--- src/rtl/scl_rategen_pkg.sv ---
package scl_rategen_pkg;

  // phase of the SCL waveform generator
  typedef enum logic [1:0] {
    PH_IDLE      = 2'd0,
    PH_COUNT     = 2'd1,
    PH_WAIT_HIGH = 2'd2
  } phase_e;

  // control handed from the phase tracker to the down counter
  typedef struct packed {
    logic clear;       // master mode off: hold at reload value
    logic use_load;    // counting starts from the reload value this cycle
    logic freeze;      // stretch stall: keep the count
    logic arm_reload;  // a terminal count reloads (next phase is low)
  } cnt_ctl_t;

endpackage

--- src/rtl/scl_rategen_sync.sv ---
module scl_rategen_sync #(
  parameter int STAGES = 0
) (
  input  logic clk,
  input  logic rst_n,
  input  logic d,
  output logic q
);

  generate
    if (STAGES == 0) begin : g_pass
      logic unused_clk;
      assign unused_clk = clk ^ rst_n;
      assign q = d;
    end else begin : g_flops
      logic [STAGES-1:0] chain_q;
      always_ff @(posedge clk or negedge rst_n) begin
        if (!rst_n) begin
          chain_q <= '1;
        end else begin
          chain_q <= {chain_q[STAGES-2 >= 0 ? STAGES-2 : 0 : 0], d};
        end
      end
      assign q = chain_q[STAGES-1];
    end
  endgenerate

endmodule

--- src/rtl/scl_rategen_reload.sv ---
module scl_rategen_reload #(
  parameter int CFG_W = 8,
  parameter int RLD_W = 7
) (
  input  logic [CFG_W-1:0] cfg_raw,
  output logic [RLD_W-1:0] load_m1
);

  // half-period in cycles, a zero field counts as one
  function automatic logic [RLD_W-1:0] f_half_cycles(input logic [RLD_W-1:0] field);
    return (field == '0) ? RLD_W'(1) : field;
  endfunction

  // the cycle that loads the counter is itself the first cycle of the phase
  function automatic logic [RLD_W-1:0] f_load_value(input logic [RLD_W-1:0] field);
    return f_half_cycles(field) - RLD_W'(1);
  endfunction

  assign load_m1 = f_load_value(cfg_raw[RLD_W-1:0]);

  generate
    if (CFG_W > RLD_W) begin : g_spare
      logic unused_hi;
      assign unused_hi = ^cfg_raw[CFG_W-1:RLD_W];
    end
  endgenerate

endmodule

--- src/rtl/scl_rategen_counter.sv ---
module scl_rategen_counter
  import scl_rategen_pkg::*;
#(
  parameter int RLD_W = 7
) (
  input  logic             clk,
  input  logic             rst_n,
  input  cnt_ctl_t         ctl,
  input  logic [RLD_W-1:0] load_m1,
  output logic [RLD_W-1:0] cnt_q,
  output logic             terminal
);

  logic [RLD_W-1:0] cur_val;

  assign cur_val  = ctl.use_load ? load_m1 : cnt_q;
  assign terminal = (cur_val == '0);

  always_ff @(posedge clk or negedge rst_n) begin
    if (!rst_n) begin
      cnt_q <= '0;
    end else if (ctl.clear) begin
      cnt_q <= load_m1;
    end else if (ctl.freeze) begin
      cnt_q <= cnt_q;
    end else if (terminal) begin
      // halt at zero unless the coming phase reloads at once
      cnt_q <= ctl.arm_reload ? load_m1 : '0;
    end else begin
      cnt_q <= cur_val - RLD_W'(1);
    end
  end

endmodule

--- src/rtl/scl_rategen_phase.sv ---
module scl_rategen_phase
  import scl_rategen_pkg::*;
(
  input  logic     clk,
  input  logic     rst_n,
  input  logic     en,
  input  logic     terminal,
  input  logic     scl_seen,
  output cnt_ctl_t ctl,
  output logic     tick,
  output logic     rise_req,
  output logic     fall_req,
  output logic     level_q,
  output logic     stall
);

  phase_e state_q;

  assign stall    = en && (state_q == PH_WAIT_HIGH) && !scl_seen;
  assign tick     = en && terminal && !stall;
  assign rise_req = tick && !level_q;
  assign fall_req = tick && level_q;

  always_comb begin
    ctl.clear      = !en;
    ctl.use_load   = (state_q != PH_COUNT);
    ctl.freeze     = stall;
    ctl.arm_reload = level_q;
  end

  always_ff @(posedge clk or negedge rst_n) begin
    if (!rst_n) begin
      state_q <= PH_IDLE;
      level_q <= 1'b1;
    end else if (!en) begin
      state_q <= PH_IDLE;
      level_q <= 1'b1;
    end else if (tick) begin
      level_q <= !level_q;
      state_q <= level_q ? PH_COUNT : PH_WAIT_HIGH;
    end else if (state_q == PH_WAIT_HIGH) begin
      state_q <= scl_seen ? PH_COUNT : PH_WAIT_HIGH;
    end else begin
      state_q <= PH_COUNT;
    end
  end

endmodule

--- src/rtl/scl_rategen.sv ---
module scl_rategen
  import scl_rategen_pkg::*;
#(
  parameter int CFG_W       = 8,
  parameter int RLD_W       = 7,
  parameter int SYNC_STAGES = 0
) (
  input  logic             clk,
  input  logic             rst_n,
  input  logic             master_en,
  input  logic [CFG_W-1:0] cfg_rate,
  input  logic             scl_in,
  output logic             half_tick,
  output logic             scl_rise,
  output logic             scl_fall,
  output logic             scl_release
);

  logic             scl_seen;
  logic [RLD_W-1:0] load_m1;
  logic [RLD_W-1:0] cnt_w;
  logic             terminal_w;
  logic             stall_w;
  cnt_ctl_t         ctl_w;

  scl_rategen_sync #(.STAGES(SYNC_STAGES)) u_sync (
    .clk   (clk),
    .rst_n (rst_n),
    .d     (scl_in),
    .q     (scl_seen)
  );

  scl_rategen_reload #(.CFG_W(CFG_W), .RLD_W(RLD_W)) u_reload (
    .cfg_raw (cfg_rate),
    .load_m1 (load_m1)
  );

  scl_rategen_counter #(.RLD_W(RLD_W)) u_counter (
    .clk      (clk),
    .rst_n    (rst_n),
    .ctl      (ctl_w),
    .load_m1  (load_m1),
    .cnt_q    (cnt_w),
    .terminal (terminal_w)
  );

  scl_rategen_phase u_phase (
    .clk      (clk),
    .rst_n    (rst_n),
    .en       (master_en),
    .terminal (terminal_w),
    .scl_seen (scl_seen),
    .ctl      (ctl_w),
    .tick     (half_tick),
    .rise_req (scl_rise),
    .fall_req (scl_fall),
    .level_q  (scl_release),
    .stall    (stall_w)
  );

endmodule

--- config.mk ---
export PLATFORM = sky130hd
export DESIGN_NAME = scl_rategen
export DESIGN_NICKNAME = d
export VERILOG_FILES = /design/src/rtl/scl_rategen_pkg.sv /design/src/rtl/scl_rategen_sync.sv /design/src/rtl/scl_rategen_reload.sv /design/src/rtl/scl_rategen_counter.sv /design/src/rtl/scl_rategen_phase.sv /design/src/rtl/scl_rategen.sv
export SDC_FILE = /design/constraint.sdc
export NUM_CORES = 1
export LEC_CHECK = 0
export ABC_AREA = 1
export BUFFER_PORTS_ARGS = -buffer_cell sky130_fd_sc_hd__buf_2
export CELL_PAD_IN_SITES_DETAIL_PLACEMENT = 0
export CELL_PAD_IN_SITES_GLOBAL_PLACEMENT = 2
export CORE_UTILIZATION = 30
export DETAILED_ROUTE_END_ITERATION = 10
export PLACE_DENSITY = 0.81
export SETUP_SLACK_MARGIN = 0.5
export SLEW_MARGIN = 10
export SYNTH_ARGS = -nofsm -noshare
export SYNTH_HDL_FRONTEND = slang
export SYNTH_SLANG_ARGS = --single-unit
--- constraint.sdc ---
create_clock -name clk -period 2.6 [get_ports clk]
set_input_delay 0.52 -clock clk [delete_from_list [all_inputs] [get_ports clk]]
set_output_delay 0.52 -clock clk [all_outputs]
set_load 0.02 [all_outputs]
# == Yosys cells after proc, flatten, opt, wreduce, memory -nomap -nowiden ==
# Index checks and enable logic that the tools add are counted.
# op_classes
add_sub_neg,2
eq_ne,4
mux,13
reduce_logical,11
# ops
cell,n
$mux W7,6
$logic_not A7 Y1,2
$sub A7 B1 Y7 const B,2
$mux W2,5
$logic_and A1 B1 Y1,6
$ne A2 B1 Y1 const B,2
$logic_not A1 Y1,3
$eq A2 B2 Y1 const B,1
$mux W1,2
$ne A2 B2 Y1 const B,1
# totals
register_bits,10
inputBits,12
output_inout_bits,4

# == Depth between registers and ports, before layout ==
# Gate-level depths: netlist of the first run.
# depth
depth_word,9
depth_mapped,19

# == Hierarchy ==
# A second synthesis of the first run with hierarchy kept.
# unflattened
cells_unflattened,179
hier_area_um2,1134.8
# by_module_without_submodules
module,n_inst,cells_per_inst,area_each_um2
scl_rategen_counter,1,121,750.7
scl_rategen_phase,1,27,190.2
scl_rategen_reload,1,30,186.4
scl_rategen_sync,1,1,7.5

# == Worst setup path before layout of the first run ==
# OpenSTA, ideal clock, no wires.
# synth_path
path_type,input port to output port
from,in cfg_rate[4]
to,out scl_fall
arrival_ns,2.172
slack_ns,-0.092
cell_stages,12
cell_sequence,nor2_2 -> nand3_2 -> nand2_1 -> inv_1 -> ha_1 -> nand2_1 -> o21ai_1 -> ha_1 -> nand3_2 -> nor2_2 -> nand3_2 -> nor2_1
# synth_via
elab_chain_len,8
# synth_lines
item,line_no,text
"start, declared",scl_rategen.sv:11,"input logic [CFG_W-1:0] cfg_rate,"
$logic_not A7 Y1,scl_rategen_reload.sv:11,return (field == '0) ? RLD_W'(1) : field;
$mux W7 *,scl_rategen_reload.sv:11,
$sub A7 B1 Y7 *,scl_rategen_reload.sv:16,return f_half_cycles(field) - RLD_W'(1);
$mux W7 *,scl_rategen_counter.sv:16,assign cur_val = ctl.use_load ? load_m1 : cnt_q;
$logic_not A7 Y1 *,scl_rategen_counter.sv:17,assign terminal = (cur_val == '0);
$logic_and A1 B1 Y1 * (2 in a row),scl_rategen_phase.sv:20,assign tick = en && terminal && !stall;
$logic_and A1 B1 Y1 *,scl_rategen_phase.sv:22,assign fall_req = tick && level_q;
"end, declared",scl_rategen.sv:15,"output logic scl_fall,"
# Every way passes the cells marked *; elsewhere a longest branch is shown, timed or not.

# == Worst setup path in the final report of the first run ==
# layout_path
from,in cfg_rate[3]
to,out scl_rise
# layout_via
elab_chain_len,8
# layout_lines
item,line_no,text
$logic_not A7 Y1,scl_rategen_reload.sv:11,
$mux W7 *,scl_rategen_reload.sv:11,
$sub A7 B1 Y7 *,scl_rategen_reload.sv:16,
$mux W7 *,scl_rategen_counter.sv:16,
$logic_not A7 Y1 *,scl_rategen_counter.sv:17,
$logic_and A1 B1 Y1 * (2 in a row),scl_rategen_phase.sv:20,
$logic_and A1 B1 Y1 *,scl_rategen_phase.sv:21,assign rise_req = tick && !level_q;
"end, declared",scl_rategen.sv:14,"output logic scl_rise,"
# Marks and branches as above.

==> impl_metrics.json, run 1 <==
{
  "status": "finished with violations",
  "violations": "setup timing",
  "layout-drive-gt1-share": 0.5174,
  "fin_nets": 246,
  "cp_num_buf_inv": 4,
  "seqPwrFrac": 0.311,
  "p_leak_nw": 0.9526,
  "synth_common_cells": "41 x nand2_1, 23 x inv_1, 22 x nor2_1, 17 x nand3_1, 9 x dfrtp_1",
  "netlist_area_um2": 1087,
  "clock_skew_ns": 0.0007978,
  "cp_max_fo": 5,
  "finalCriticalPeriod_ns": 2.734,
  "cts_tree": "done",
  "fin_crit_sh": 1.052,
  "setup_viol": 5,
  "cts_buffers": 3,
  "core_area_um2": 3416,
  "cp_slowest_cell": "nor2_4",
  "syn_area_per_cell_um2": 6.590,
  "antenna_left": 0,
  "fin_ws_ns": -0.1344,
  "synth_edf_count": 0,
  "root_buffer": "clkbuf_4",
  "h-tree-depth": 1,
  "synth-seq-cells": 10,
  "vias": 1255,
  "grt_max_degree": 15,
  "via_per_inst": 4.547,
  "drv_slew": 0,
  "critPathKind": "input port to output pin",
  "die_h_um": 62.20,
  "fmax_mhz": 365.7,
  "cts_sinks": 10,
  "post_drt_wl_per_cell_um": 11.97,
  "syn-instance-count": 165,
  "drtPass1Iterations": 4,
  "grt_overflow": 0,
  "whs_ns": 0.1062,
  "hpwl_um": 2350,
  "worst_slew_pin_slew_ns": 0.4653,
  "row_count": 21,
  "synth.top_cells.by_area": "dfrtp_1 21%, nand2_1 14%, inv_1 7.9%",
  "cts.clk_slew.worst_paths_ns": 0.07,
  "crit_required_ns": 2.08,
  "ys_warn_count": 0,
  "die_w_um": 62.20,
  "wl_met1_um": 1472,
  "initial_core_util": 0.3183,
  "power_density_nw_per_um2": 320.3,
  "synth_fp_nets": 180,
  "worstHoldPathType": "input port to asynchronous set/reset pin",
  "power_frac_comb": 0.496,
  "drcViolationCount": 0,
  "critPathTopFamily": "simple AND/OR/NAND/NOR gates",
  "grt_pass1_wl_um": 5244,
  "gr-usage-all-layers": 0.1682,
  "max_stage_delay_ns": 0.19,
  "drv_cap": 0,
  "arrival_ns": 2.21,
  "power.switching_w": 0.0002151,
  "ys_types": 30,
  "switching_share": 0.3634,
  "total_power_w": 0.0005919,
  "gp_congestion": 0.8412,
  "pwr-share-clk": 0.193,
  "top_layer_used": "met3",
  "dp_slack_ns": -0.2530,
  "wl_met2_um": 1775,
  "synth_top_cell_area_share": 0.2071,
  "r2r_setup_slack_ns": 0.12,
  "diodes": 0,
  "met3_length_um": 58,
  "ys_async_sr_fraction": 1.000,
  "ys_seq_area_frac": 0.2313,
  "ios": 16,
  "area_delta_synth_final_pct": 69.97,
  "finalCoreUtilization": 0.5410,
  "holdBufCountCts": 0,
  "maxSlewHeadroom": 0.6890,
  "synth.most_common_cell": "nand2_1",
  "cp-end-kind": "output pin",
  "grt_pass1_vias": 1185,
  "ys.flop_type": "dfrtp_1",
  "worstSkewPairLatency_ns": 0.26,
  "io_buffers": 14,
  "crit_chain": "buf_6 -> nor2_4 -> nand3_4 -> nand2_4 -> inv_4 -> ha_4 -> nand3_2 -> nand2_2 -> inv_2 -> nand2_2 -> nand2_2 -> nand4_1 -> nor2_4 -> nand3_4 -> nor2_4 -> buf_6",
  "hold_violations": 0,
  "rsz0062_at_grt": "true",
  "antenna_found_initial": 0,
  "p_int_w": 0.0003768,
  "yosys.area.top_type": "dfrtp_1",
  "start_kind": "input port",
  "wl_um": 3305,
  "drtIter0Drc": 43,
  "die_area_um2": 3869,
  "ir_drop_uv": 219.6,
  "cts_buffer_depth": 2
}
==> logic make-up after synthesis <==
group,synth area share
AND/OR/NAND/NOR,0.5109
buffers and inverters,0.1243
AO/OA/AOI/OAI,0.07481
flip-flops,0.2313
XOR/XNOR,0.02417
adder cells (fa/ha/maj),0.03453
==> sequential cells by signal (all words and copies together) (netlist names) <==
name / count
u_phase.level_q: 1
u_counter.cnt_q: 7
u_phase.state_q: 2
==> path summary, 6_finish.rpt <==
check | cells past startpoint | end | from
worst max-delay path | 16 | scl_rise | cfg_rate[3]
worst min-delay path | 1 | u_counter.cnt_q[0] | rst_n
worst max register to register | 20 | u_counter.cnt_q[5] | u_phase.state_q[0]
worst min register to register | 2 | u_counter.cnt_q[4] | u_counter.cnt_q[4]
max in group asynchronous | 1 | u_phase.level_q | rst_n
min in group clk | 2 | u_counter.cnt_q[4] | u_counter.cnt_q[4]
==> layer usage <==
metal  vias to the layer above  global-route usage
met4                         0             0.01744
met3                         0             0.03860
met1                       594              0.2190
li1                        650                   -
met5                         -                   0
met2                        11              0.2912
==> power by group through the flow <==
stage                     sequential, W  clock (W)  combinational [W]
final                          0.000184   0.000114           0.000293
after global routing           0.000185   0.000126           0.000321
after CTS                      0.000184   0.000117           0.000257
after detailed placement       0.000187          0           0.000225
after global placement         0.000186          0           0.000223
after floorplan                0.000183          0           0.000143
==> cell type report <==
cell class              instances  area (µm²)
inverters                      26       107.6
flip-flops and latches         10       251.5
well taps                      46       57.56
repair buffers                 64       548.0
multi-input cells             126       857.1
clock buffers                   4       26.28
fillers                       319        1568
==> placed cells by master, fill, tap and decap left out, types with 2 or more instances in the layout <==
| master | synthesis | layout |
|---|---|---|
| a21oi_1 | 4 | 3 |
| buf_2 | 0 | 5 |
| buf_4 | 0 | 41 |
| buf_6 | 0 | 16 |
| clkbuf_4 | 1 | 3 |
| dfrtp_1 | 9 | 9 |
| inv_1 | 23 | 18 |
| inv_2 | 2 | 4 |
| inv_4 | 1 | 4 |
| nand2_1 | 41 | 37 |
| nand2_2 | 3 | 5 |
| nand2_4 | 3 | 5 |
| nand3_1 | 17 | 12 |
| nand3_2 | 4 | 6 |
| nand3_4 | 0 | 3 |
| nand4_1 | 5 | 5 |
| nor2_1 | 22 | 17 |
| nor2_2 | 4 | 2 |
| nor2_4 | 2 | 9 |
| nor3_1 | 2 | 2 |
| o21ai_2 | 2 | 3 |
| or2_2 | 2 | 2 |
==> per-stage QoR <==
stage	std cells	area (µm²)	setup TNS [ns]
after floorplan	165	1146	0
after global placement	252	1464	-0.7516
after detailed placement	252	1464	-0.9210
after CTS	265	1690	-0.1959
after global routing	276	1848	-1.334
final	276	1848	-0.2995
==> repair_timing <==
item | 4_1_cts | 5_1_grt
pin swaps | 15 | 19
buffers inserted | 9 | 11
gates resized for setup | 30 | 22
setup endpoints to repair | 13 | 13
hold endpoints to repair | 0 | 0
Power figures use the tool's default switching activity.
==> run 2, diff against run 1 <==
Settings changed: PLACE_DENSITY 0.81 to default, PLACE_DENSITY_LB_ADDON from default to 0.1, SKIP_LAST_GASP from default to 1.
==> run 2 against run 1 <==
The run still ends with setup timing left; via count increased by 0.32%; worst setup slack improved by 0.060 ns; fmax increased by 2.2%; cell count unchanged; first-iteration DRC count increased by 42%; critical path depth decreased by 2; final area decreased by 0.68%; wire length decreased by 0.30%; global-route usage increased by 0.61 points; count of clock-buffer cells in the layout unchanged; die area unchanged; worst hold slack improved by 0.0056 ns; highest routed layer is now met4.
==> impl_metrics.json, run 2 (same netlist as run 1, synthesis figures left out) <==
{
  "status": "finished with violations",
  "violations": "setup timing",
  "area_delta_synth_final_pct": 68.81,
  "die_area_um2": 3869,
  "hpwl_um": 2479,
  "fin_nets": 246,
  "fin_crit_sh": 1.029,
  "setup_viol": 4,
  "hold_violations": 0,
  "cts_tree": "done",
  "initial_core_util": 0.3183,
  "ios": 16,
  "grt_pass1_wl_um": 5416,
  "drtPass1Iterations": 4,
  "r2r_setup_slack_ns": 0.12,
  "wl_um": 3295,
  "gr-usage-all-layers": 0.1744,
  "grt_overflow": 0,
  "worstSkewPairLatency_ns": 0.26,
  "critPathTopFamily": "simple AND/OR/NAND/NOR gates",
  "crit_path_frequent_cell": "nor2_4",
  "final_cell_mix": "41 x buf_4, 35 x nand2_1, 19 x inv_1, 17 x nor2_1, 15 x buf_6",
  "maxSlewHeadroom": 0.7745,
  "die_w_um": 62.20,
  "cp_num_buf_inv": 3,
  "post_drt_wl_per_cell_um": 11.94,
  "drtIter0Drc": 61,
  "gp_congestion": 0.8121,
  "rr_startpoint": "u_phase.state_q[1]",
  "multi_input_area_um2": 860.8,
  "crit_required_ns": 2.08,
  "diodes": 0,
  "layout_commonest_cell": "buf_4",
  "max_stage_delay_ns": 0.26,
  "antenna_found_initial": 0,
  "fill_cells": 342,
  "crit_chain": "buf_8 -> nor2_4 -> nand3_2 -> nand2_2 -> inv_2 -> ha_4 -> nand2_2 -> o21ai_2 -> ha_2 -> nand3_2 -> nor2_4 -> nand3_4 -> nor2_4 -> buf_6",
  "ir_drop_uv": 196.2,
  "cts_sinks": 10,
  "grt_pass1_vias": 1229,
  "finalCoreUtilization": 0.5374,
  "antenna_left": 0,
  "holdBufCountCts": 0,
  "row_count": 21,
  "grt_max_degree": 15,
  "seqCellArea_um2": 251.5,
  "via_per_inst": 4.562,
  "power_density_nw_per_um2": 336.7,
  "root_buffer": "clkbuf_4",
  "drv_cap": 0,
  "crit_cells": 14,
  "cp_slowest_cell": "ha_4",
  "h-tree-depth": 1,
  "worstHoldPathType": "input port to asynchronous set/reset pin",
  "die_h_um": 62.20,
  "critPathKind": "input port to output pin",
  "vias": 1259,
  "core_area_um2": 3416,
  "ff2ff_path_depth": 21,
  "clock_skew_ns": 0.003422,
  "cts.clk_slew.worst_paths_ns": 0.07,
  "top_register": "u_counter.cnt_q",
  "cp-end-kind": "output pin",
  "start_kind": "input port",
  "timing.setup.tns_ns": -0.1501,
  "io_buffers": 14,
  "drcViolationCount": 0,
  "drv_slew": 0,
  "cts_buffer_depth": 2,
  "reg_top3": "u_counter.cnt_q: 7 flops, u_phase.state_q: 2 flops, u_phase.level_q: 1 flops",
  "layout-drive-gt1-share": 0.5304,
  "largest_reg_flops": 7,
  "rsz0062_at_grt": "true",
  "cts_buffers": 3,
  "fin_ws_ns": -0.07434,
  "r2r-end": "u_counter.cnt_q[4]",
  "finalCriticalPeriod_ns": 2.674,
  "p_leak_nw": 0.9504,
  "total_power_w": 0.0006181,
  "fmax_mhz": 373.9,
  "worst_slew_pin_slew_ns": 0.3374,
  "arrival_ns": 2.15,
  "cp_max_fo": 3
}
-- run 2: layer usage --
layer	routed length [µm]	GRT usage
met2	1679	0.3201
met3	90	0.009191
met4	66	0.06977
met5	0	0
met1	1459	0.2108
-- run 2: power by group --
part	leakage (nW)	internal (W)	switching [W]	total, W
combinational	0.816	0.000163	0.000160	0.000323
clock	0.0150	0.0000593	0.0000536	0.000113
sequential	0.120	0.000172	0.0000107	0.000182
-- run 2: worst reg2reg max path, stage by stage (launching register included) --
cell and delay, ns:
dfrtp_1 0.37, inv_2 0.06, nand2_2 0.11, buf_4 0.21
nand2_2 0.08, o21ai_2 0.06, buf_4 0.13, buf_4 0.12
buf_6 0.10, buf_6 0.10, buf_6 0.10, buf_6 0.10
buf_6 0.12, ha_4 0.17, inv_4 0.07, nor2_4 0.04
nand3_1 0.08, nand2_2 0.06, nand3_1 0.08, nand2_1 0.05
nor2_1 0.11, nor2_1 0.05
-- run 2: worst max-delay path by stage --
stage	start	slack (ns)	endpoint
floorplan	cfg_rate[3]	0.09	scl_rise
global placement	cfg_rate[4]	-0.19	scl_rise
CTS	cfg_rate[5]	-0.05	scl_rise
global route	cfg_rate[1]	-0.21	scl_rise
detailed placement	cfg_rate[4]	-0.18	scl_rise
finish	cfg_rate[5]	-0.07	scl_rise
-- run 2: cell type report --
class                      count  share of cell area
timing repair buffer          64              0.2924
sequential                    10              0.1370
clock buffer                   4             0.01431
inverter                      26             0.05590
tap                           46             0.03136
multi-input combinational    126              0.4690
-- run 2: through the flow --
step                      cell area (µm²)  setup slack, ns  cells  hold slack, ns
after floorplan                      1146          0.09070    165          0.2244
after global placement               1479          -0.1898    254          0.3949
after detailed placement             1479          -0.1820    254          0.4021
after CTS                            1705         -0.05368    267          0.1136
after global routing                 1836          -0.2100    276          0.1188
final                                1836         -0.07434    276          0.1118
-- run 2: repair_timing --
action / CTS / global route
setup endpoints to repair: 13 / 13
gates resized for setup: 34 / 17
gates cloned: 0 / 0
pin swaps: 23 / 19
buffers inserted: 9 / 9
==> run 3, diff against run 2 <==
Settings changed: CORE_ASPECT_RATIO from default to 0.9.
==> run 3 against run 2 <==
The run still ends with setup timing left; via count hardly changed; critical path depth stayed put; clock skew is 0.0024 ns lower; non-clock buffer count is 3 higher; sequential power hardly changed; final area is 3.3% higher; worst setup slack worse by 0.025 ns; flip-flop and latch count stayed put; first-iteration DRC count stayed put; critical path type unchanged.
==> impl_metrics.json, run 3 (same netlist as run 1, synthesis figures left out) <==
{
  "p_leak_nw": 0.9796,
  "antenna_left": 0,
  "root_buffer": "clkbuf_8",
  "row_count": 20,
  "drv_slew": 0,
  "power_frac_comb": 0.440,
  "violations": "setup timing",
  "grt_max_degree": 15,
  "status": "finished with violations",
  "die_w_um": 65.46,
  "cp_num_buf_inv": 3,
  "crit_chain": "buf_8 -> nor2_4 -> nand3_2 -> nand2_2 -> inv_2 -> ha_4 -> nand2_2 -> o21ai_2 -> ha_2 -> nand3_4 -> nor2_4 -> nand3_4 -> nor2_4 -> buf_6",
  "drtIter0Drc": 61,
  "drcViolationCount": 0,
  "critPathTopFamily": "simple AND/OR/NAND/NOR gates",
  "p_int_w": 0.0004622,
  "top_register": "u_counter.cnt_q",
  "die_h_um": 59.11,
  "r2r_setup_slack_ns": 0.08,
  "grt_pass1_wl_um": 5595,
  "layout-drive-gt1-share": 0.5365,
  "hold_violations": 0,
  "via_per_inst": 4.549,
  "fin_nets": 249,
  "grt_pass1_vias": 1193,
  "crit_cells": 14,
  "rsz0062_at_grt": "true",
  "fmax_mhz": 370.4,
  "layout_commonest_cell": "buf_4",
  "gr-usage-all-layers": 0.1952,
  "cp_slowest_cell": "ha_4",
  "seqCellArea_um2": 251.5,
  "ff2ff_path_depth": 19,
  "largest_reg_flops": 7,
  "start_kind": "input port",
  "design_area_um2": 1897,
  "rr_startpoint": "u_phase.state_q[0]",
  "setup_viol": 8,
  "worst_slew_pin_slew_ns": 0.4607,
  "cts_sinks": 10,
  "cp-startpoint": "cfg_rate[3]",
  "ir_drop_uv": 304.5,
  "pwr-share-clk": 0.297,
  "grt_overflow": 0,
  "ios": 16,
  "final_cell_mix": "45 x buf_4, 34 x nand2_1, 20 x inv_1, 17 x nor2_1, 15 x buf_6",
  "fin_crit_sh": 1.038,
  "crit_path_frequent_cell": "nor2_4",
  "fin_ws_ns": -0.09977,
  "finalCriticalPeriod_ns": 2.700,
  "clock_skew_ns": 0.0009750,
  "area_delta_synth_final_pct": 74.45,
  "power.switching_w": 0.0002319,
  "io_buffers": 14,
  "diodes": 0,
  "critPathKind": "input port to output pin",
  "r2r-end": "u_counter.cnt_q[6]",
  "antenna_found_initial": 0,
  "arrival_ns": 2.18,
  "worstHoldPathType": "input port to asynchronous set/reset pin",
  "place_inst": 251,
  "fin_cells": 277,
  "drv_cap": 0,
  "cts_buffer_depth": 2,
  "multi_input_area_um2": 868.3,
  "drtPass1Iterations": 4,
  "maxSlewHeadroom": 0.6921,
  "initial_core_util": 0.3172,
  "total_power_w": 0.0006942,
  "crit_required_ns": 2.08,
  "worstSkewPairLatency_ns": 0.25,
  "max_stage_delay_ns": 0.26,
  "cp-end-kind": "output pin",
  "h-tree-depth": 1,
  "gp_congestion": 0.8002,
  "cp_max_fo": 3,
  "whs_ns": 0.1425,
  "cts.clk_slew.worst_paths_ns": 0.05,
  "seqPwrFrac": 0.263,
  "fill_cells": 310,
  "cts_buffers": 3,
  "die_area_um2": 3869,
  "switching_share": 0.3341,
  "core_area_um2": 3428,
  "critPathCapture": "scl_rise",
  "wl_um": 3309,
  "power_density_nw_per_um2": 366.0,
  "hpwl_um": 2427,
  "finalCoreUtilization": 0.5533,
  "cts_tree": "done",
  "post_drt_wl_per_cell_um": 11.95,
  "place_area_um2": 1481,
  "reg_top3": "u_counter.cnt_q: 7 flops, u_phase.state_q: 2 flops, u_phase.level_q: 1 flops",
  "vias": 1260
}
==> run 3: cell types whose count changed in the layout (fill, tap and decap cells not counted), moves of 2 or more <==
cell,previous run,this run
buf_4,41,45
clkbuf_8,0,4
clkbuf_4,3,0
nand3_2,8,6
nand3_4,1,3
nor2_2,3,5
nor2_4,8,6
xnor2_2,2,0
==> run 3: what timing repair did <==
item,CTS,global route
endpoints found under the setup margin,13,13
pin swaps,20,17
gates cloned,0,0
resized for setup,38,7
endpoints found under the hold margin,0,0
hold buffers,0,0
buffers inserted,16,6
==> run 3: cell type report <==
class                      count  area share
timing repair buffer          67      0.2988
clock buffer                   4     0.02902
inverter                      26     0.05277
tap                           44     0.02902
sequential                    10      0.1326
multi-input combinational    126      0.4578
==> run 3: worst register-to-register path, stage by stage (launching register included) <==
cell     delay [ns]
dfrtp_1        0.40
nand2_4        0.17
inv_1          0.13
o21ai_1        0.22
inv_1          0.09
ha_2           0.21
buf_4          0.14
buf_6          0.10
buf_6          0.10
buf_6          0.10
buf_6          0.10
inv_1          0.06
nor2_2         0.04
nand4_4        0.09
nand2_4        0.10
buf_6          0.14
nand3_2        0.06
nand2_2        0.06
nand2_1        0.05
nand2_1        0.05
==> run 3: power groups by stage <==
stage	Clock, W	Sequential (W)	Combinational, W
4_1_cts	0.000213	0.000183	0.000290
5_1_grt	0.000219	0.000185	0.000337
3_5_place_dp	0	0.000185	0.000231
3_3_place_gp	0	0.000185	0.000229
2_1_floorplan	0	0.000183	0.000143
6_report	0.000206	0.000183	0.000305
==> run 3: worst min path at each step <==
stage	endpoint	slack [ns]
detailed placement	u_counter.cnt_q[6]	0.41
global placement	u_counter.cnt_q[6]	0.41
global route	u_counter.cnt_q[6]	0.16
finish	u_counter.cnt_q[6]	0.14
CTS	u_counter.cnt_q[6]	0.15
floorplan	u_counter.cnt_q[0]	0.22
==> run 3: routing by layer <==
layer | global-route usage | wire [µm] | share of wire | up-vias
li1 | - | - | - | 658
met1 | 0.2442 | 1482 | 0.45 | 577
met2 | 0.3358 | 1653 | 0.50 | 19
met3 | 0.03654 | 120 | 0.036 | 6
met4 | 0.06832 | 53 | 0.016 | 0
met5 | 0 | 0 | 0 | -
==> run 3: stage by stage <==
| stage | setup WS (ns) | setup TNS [ns] |
|---|---|---|
| after detailed placement | -0.2039 | -0.5706 |
| after global routing | -0.2150 | -1.771 |
| after floorplan | 0.09070 | 0 |
| after CTS | -0.05095 | -0.1052 |
| after global placement | -0.2033 | -0.5594 |
| final | -0.09977 | -0.2879 |
